===== config.mk =====
export PLATFORM = sky130hd
export DESIGN_NAME = boot_sup
export DESIGN_NICKNAME = d
export VERILOG_FILES = /design/src/rtl/boot_sup_pkg.sv /design/src/rtl/boot_sup_rst_sync.sv /design/src/rtl/boot_sup_sticky.sv /design/src/rtl/boot_sup_seq.sv /design/src/rtl/boot_sup.sv
export SDC_FILE = /design/constraint.sdc
export NUM_CORES = 1
export LEC_CHECK = 0
export BUFFER_PORTS_ARGS = -buffer_cell sky130_fd_sc_hd__buf_2
export CORE_MARGIN = 2
export CORE_UTILIZATION = 43
export DETAILED_ROUTE_END_ITERATION = 12
export GPL_ROUTABILITY_DRIVEN = 0
export PLACE_DENSITY = 0.9
export SLEW_MARGIN = 40
export SYNTH_ARGS = -nofsm -noshare
export SYNTH_HDL_FRONTEND = slang
export SYNTH_HIERARCHICAL = 1
export SYNTH_SLANG_ARGS = --single-unit

===== constraint.sdc =====
create_clock -name clk -period 1.85 [get_ports clk]
set_input_delay 0.0925 -clock clk [delete_from_list [all_inputs] [get_ports clk]]
set_output_delay 0.0925 -clock clk [all_outputs]
set_load 0.005 [all_outputs]

===== src/rtl/boot_sup_pkg.sv =====
package boot_sup_pkg;

  typedef enum logic [2:0] {
    ST_SAFE  = 3'd0,
    ST_WDOFF = 3'd1,
    ST_ARM   = 3'd2,
    ST_CHECK = 3'd3,
    ST_RUN   = 3'd4,
    ST_FAIL  = 3'd5,
    ST_HALT  = 3'd6
  } sup_state_e;

  localparam logic [1:0] WD_IDLE  = 2'd0;
  localparam logic [1:0] WD_STOP  = 2'd1;
  localparam logic [1:0] WD_START = 2'd2;

endpackage


===== src/rtl/boot_sup_rst_sync.sv =====
module boot_sup_rst_sync #(
  parameter int STAGES = 2
) (
  input  logic clk,
  input  logic arst_n,
  output logic rst_n_o
);

  logic [STAGES-1:0] sync_q;

  always_ff @(posedge clk or negedge arst_n) begin
    if (!arst_n) begin
      sync_q <= '0;
    end else begin
      sync_q <= {sync_q[STAGES-2:0], 1'b1};
    end
  end

  assign rst_n_o = sync_q[STAGES-1];

endmodule


===== src/rtl/boot_sup_sticky.sv =====
module boot_sup_sticky (
  input  logic clk,
  input  logic rst_n,
  input  logic set_i,
  input  logic clr_i,
  output logic q_o
);

  logic en;
  logic d;

  always_comb begin
    en = set_i | clr_i;
    d  = ~clr_i;
  end

  always_ff @(posedge clk or negedge rst_n) begin
    if (!rst_n) begin
      q_o <= 1'b0;
    end else if (en) begin
      q_o <= d;
    end
  end

endmodule


===== src/rtl/boot_sup_seq.sv =====
module boot_sup_seq
  import boot_sup_pkg::*;
#(
  parameter int              LOAD_W   = 24,
  parameter logic [LOAD_W-1:0] LOAD_VAL = '1
) (
  input  logic              clk,
  input  logic              rst_n,
  input  logic              halt_q_i,
  input  logic              flag_q_i,
  input  logic              wdt_cause_i,
  input  logic              sw_clear_i,
  output logic              pwr_hold_o,
  output logic              irq_mask_o,
  output logic [1:0]        wdt_cmd_o,
  output logic [LOAD_W-1:0] wdt_load_o,
  output logic              boot_ok_o,
  output logic              flag_set_o,
  output logic              flag_clr_o,
  output logic              halt_set_o
);

  sup_state_e state_q;
  sup_state_e state_d;
  logic       fatal;

  assign fatal = wdt_cause_i & flag_q_i;

  always_comb begin
    state_d = state_q;
    unique case (state_q)
      ST_SAFE:  state_d = halt_q_i ? ST_HALT : ST_WDOFF;
      ST_WDOFF: state_d = ST_ARM;
      ST_ARM:   state_d = ST_CHECK;
      ST_CHECK: state_d = fatal ? ST_FAIL : ST_RUN;
      ST_RUN:   state_d = ST_RUN;
      ST_FAIL:  state_d = ST_HALT;
      ST_HALT:  state_d = ST_HALT;
      default:  state_d = ST_SAFE;
    endcase
  end

  always_ff @(posedge clk or negedge rst_n) begin
    if (!rst_n) begin
      state_q <= ST_SAFE;
    end else begin
      state_q <= state_d;
    end
  end

  always_comb begin
    pwr_hold_o = (state_q == ST_RUN);
    irq_mask_o = (state_q != ST_RUN);
    boot_ok_o  = (state_q == ST_RUN);
    wdt_cmd_o  = WD_IDLE;
    wdt_load_o = '0;
    if ((state_q == ST_WDOFF) || (state_q == ST_FAIL)) begin
      wdt_cmd_o = WD_STOP;
    end else if (state_q == ST_ARM) begin
      wdt_cmd_o  = WD_START;
      wdt_load_o = LOAD_VAL;
    end
    flag_set_o = (state_q == ST_CHECK) & ~fatal;
    flag_clr_o = (state_q == ST_FAIL) | ((state_q == ST_RUN) & sw_clear_i);
    halt_set_o = (state_q == ST_FAIL);
  end

endmodule


===== src/rtl/boot_sup.sv =====
module boot_sup #(
  parameter int SYNC_STAGES = 2,
  parameter int TIMEOUT_S   = 60,
  parameter int TICK_HZ     = 32768,
  parameter int LOAD_W      = 24
) (
  input  logic              clk,
  input  logic              por_n,
  input  logic              rst_n,
  input  logic              wdt_cause_i,
  input  logic              sw_clear_i,
  output logic              pwr_hold_o,
  output logic              irq_mask_o,
  output logic [1:0]        wdt_cmd_o,
  output logic [LOAD_W-1:0] wdt_load_o,
  output logic              boot_ok_o,
  output logic              halted_o,
  output logic              flag_o
);

  localparam logic [LOAD_W-1:0] LOAD_VAL = LOAD_W'(TIMEOUT_S * TICK_HZ);

  logic por_rst_n;
  logic core_rst_n;
  logic warm_arst_n;
  logic flag_set;
  logic flag_clr;
  logic halt_set;

  assign warm_arst_n = por_n & rst_n;

  boot_sup_rst_sync #(.STAGES(SYNC_STAGES)) u_por_sync (
    .clk     (clk),
    .arst_n  (por_n),
    .rst_n_o (por_rst_n)
  );

  boot_sup_rst_sync #(.STAGES(SYNC_STAGES)) u_core_sync (
    .clk     (clk),
    .arst_n  (warm_arst_n),
    .rst_n_o (core_rst_n)
  );

  boot_sup_seq #(
    .LOAD_W   (LOAD_W),
    .LOAD_VAL (LOAD_VAL)
  ) u_seq (
    .clk         (clk),
    .rst_n       (core_rst_n),
    .halt_q_i    (halted_o),
    .flag_q_i    (flag_o),
    .wdt_cause_i (wdt_cause_i),
    .sw_clear_i  (sw_clear_i),
    .pwr_hold_o  (pwr_hold_o),
    .irq_mask_o  (irq_mask_o),
    .wdt_cmd_o   (wdt_cmd_o),
    .wdt_load_o  (wdt_load_o),
    .boot_ok_o   (boot_ok_o),
    .flag_set_o  (flag_set),
    .flag_clr_o  (flag_clr),
    .halt_set_o  (halt_set)
  );

  boot_sup_sticky u_flag (
    .clk   (clk),
    .rst_n (por_rst_n),
    .set_i (flag_set),
    .clr_i (flag_clr),
    .q_o   (flag_o)
  );

  boot_sup_sticky u_halt (
    .clk   (clk),
    .rst_n (por_rst_n),
    .set_i (halt_set),
    .clr_i (1'b0),
    .q_o   (halted_o)
  );

endmodule


==> impl_metrics.toml <==
[power_and_ir_drop]
ir_drop_mv = 0.2441
switching_share = 0.2075
power.switching_uw = 76.12
power_frac_comb = 0.057
p_clk_frac = 0.387
cellLeakagePower_nw = 0.3551
powerDensity_mw_per_mm2 = 614.7
sequentialPowerShare = 0.556
p_int_uw = 290.8

[logic_synthesis]
synth_top_area_frac = 0.3930
synth_edf_count = 0
yosysUniqueCellTypes = 19
postSynthCellCount = 61
syn_area_sq_um = 573.1
async_reset_ff_frac = 1.000
synthTopCellsByArea = "dfrtp_1 39%, buf_4 33%, nor2_1 3.9%, o21ba_1 3.5%, conb_1 2.6%"
yosysTopAreaCell = "dfrtp_1"
yosys_warnings = 6
synth.most_common_cell = "buf_4"
ys_top_cells_by_count = "25 x buf_4, 9 x dfrtp_1, 6 x nor2_1"
ys_seq_elements = 9
synth.avg_cell_area_sq_um = 9.394
seq_area_frac_synth = 0.3930
ys.flop_type = "dfrtp_1"

[timing]
period_needed_ns = 1.324
fmax_mhz = 755.2
setup_tns_ns = 0
finalClockSkew_ns = 0.002428
rsz0062_at_grt = "false"
fin_crit_sh = 0.7157
setup_viol = 0
slew_violations = 0
hold_violations = 0
layout_setup_ws_ns = 0.5259

[global_route]
groute.usage.overall = 0.1088
grtUsageMet3 = 0.01667
grt_max_degree = 9
antenna_found_initial = 0
grt_pass1_vias = 274
top_usage_layer = "met2"
grt_util_met2 = 0.2063
use_met1 = 0.09375
gr-total-overflow = 0
grt_pass1_wl_microns = 1069

[critical_path]
cp_top_family = "flip-flops"
crit_type = "flip-flop to primary output"
crit_buf_inv = 2
end_kind = "primary output"
worstPathCellList = "nand2b_2 -> nand2b_4 -> inv_2 -> buf_2"
critPathMaxStageDelay_ns = 0.45
critPathArrivalTime_ns = 1.23
slowest_stage = "dfrtp_1"
cp-start-kind = "flip-flop"
worstPathMaxFanout = 8
cp.required_ns = 1.76

[cells_and_area]
drive_gt1_frac = 0.3026
fillers = 134
multi_input_area_sq_um = 220.2
seqCellArea_sq_um = 225.2
num_antenna_cells = 0
area_delta_synth_final_pct = 4.148
fin_nets = 82

[floorplanning]
rows = 13
die_y_microns = 40.51
start_util = 0.4517
coreArea_sq_mm = 0.001269
die_w_microns = 40.51
dieArea_sq_mm = 0.001641
ios = 36

[route]
postRouteAntennaNets = 0
wl_per_cell_microns = 8.791
vias_per_cell = 3.890
drtPass1Iterations = 4
vias = 354
drcViolationCount = 0
wl_microns = 800
drtIter0Drc = 4

[clock_network]
clk_pin_slew_ns = 0.06
root_buffer = "clkbuf_4"
clock_path_buffers = 2
cts-resized-gates = 0
ctsHtreeMaxLevel = 1
clock_sinks = 9
insertion_delay_ns = 0.25
cts_hold_buf = 2
cts_buffers = 3
postCtsSetupBuffers = 0
cts_tree = "yes"

[placed_design]
hpwl_microns = 666.2
pre_cts_slack_ns = 0.7967
port-buffer-count = 15

[min_path]
hp-class = "flip-flop to async pin"

[run]
cap_violations = 0

[outcome]
status = "finished, final reports clean"
==> routing by layer <==
layer / routed length, microns / part of all wire
met5: 0 / 0
met4: 0 / 0
met3: 81 / 0.10
met2: 405 / 0.51
met1: 313 / 0.39
==> metrics by stage <==
stage	power, mW	utilization	area [sq um]	cells	hold WS [ns]
final	0.3669	0.4704	596.8	91	0.02348
after global routing	0.3909	0.4704	596.8	91	0.03593
after CTS	0.3758	0.4704	596.8	91	0.03424
after detailed placement	0.2248	0.4339	550.5	85	-0.1087
after global placement	0.2237	0.4339	550.5	85	-0.1159
after floorplan	0.2488	-	644.4	80	-0.2031
==> cell families (layout without fill, tap and decap cells) <==
family                 after synthesis  after routing  synth area share
flip-flops                           9              9            0.3930
AO/OA/AOI/OAI                        7              7            0.1070
buffers and inverters               28             24            0.3472
other                                4             23           0.02619
AND/OR/NAND/NOR                     13             13            0.1266
==> power groups by stage <==
stage	Combinational [mW]	Sequential, mW	Clock [mW]
6_report	0.0209	0.204	0.142
5_1_grt	0.0260	0.205	0.160
4_1_cts	0.0200	0.204	0.151
3_5_place_dp	0.0168	0.208	0
3_3_place_gp	0.0166	0.207	0
2_1_floorplan	0.0419	0.207	0
==> flip-flops by register name (all words and copies together) (netlist names) <==
name / flops
u_flag/q_o: 1
u_halt/q_o: 1
u_por_sync/sync_q: 2
u_seq/state_q: 3
u_core_sync/sync_q: 2
==> final timing paths <==
check                                      from  slack, ns               endpoint  cells after the start
max in group asynchronous                 por_n       1.41  u_core_sync/sync_q[0]                      3
hold / removal             u_por_sync/sync_q[1]       0.02             u_halt/q_o                      0
setup reg to reg               u_seq/state_q[1]       0.80             u_flag/q_o                      3
min in group clk                     sw_clear_i       0.21             u_flag/q_o                      4
setup / recovery               u_seq/state_q[1]       0.53             pwr_hold_o                      4
hold reg to reg            u_por_sync/sync_q[1]       0.02             u_halt/q_o                      0
==> final cells by class <==
| type | count | area share |
|---|---|---|
| well taps | 15 | 0.03145 |
| clock buffers | 4 | 0.04403 |
| flip-flops and latches | 9 | 0.3774 |
| repair buffers | 17 | 0.1593 |
| inverters | 3 | 0.01887 |
| multi-input cells | 43 | 0.3690 |
==> cells in the final DEF (no fill, tap or decap), drive strengths merged <==
cell         instances
o221ai               1
a211oi               2
buf                 15
a21oi                1
dfrtp                9
o21ba                2
clkbuf               4
nand2b               2
conb                23
o21a                 1
and3                 1
nor2                 6
dlygate4sd3          2
nand2                1
inv                  3
nand3                1
nor2b                1
and2                 1
Note: power is estimated with default switching activity, not from simulation.
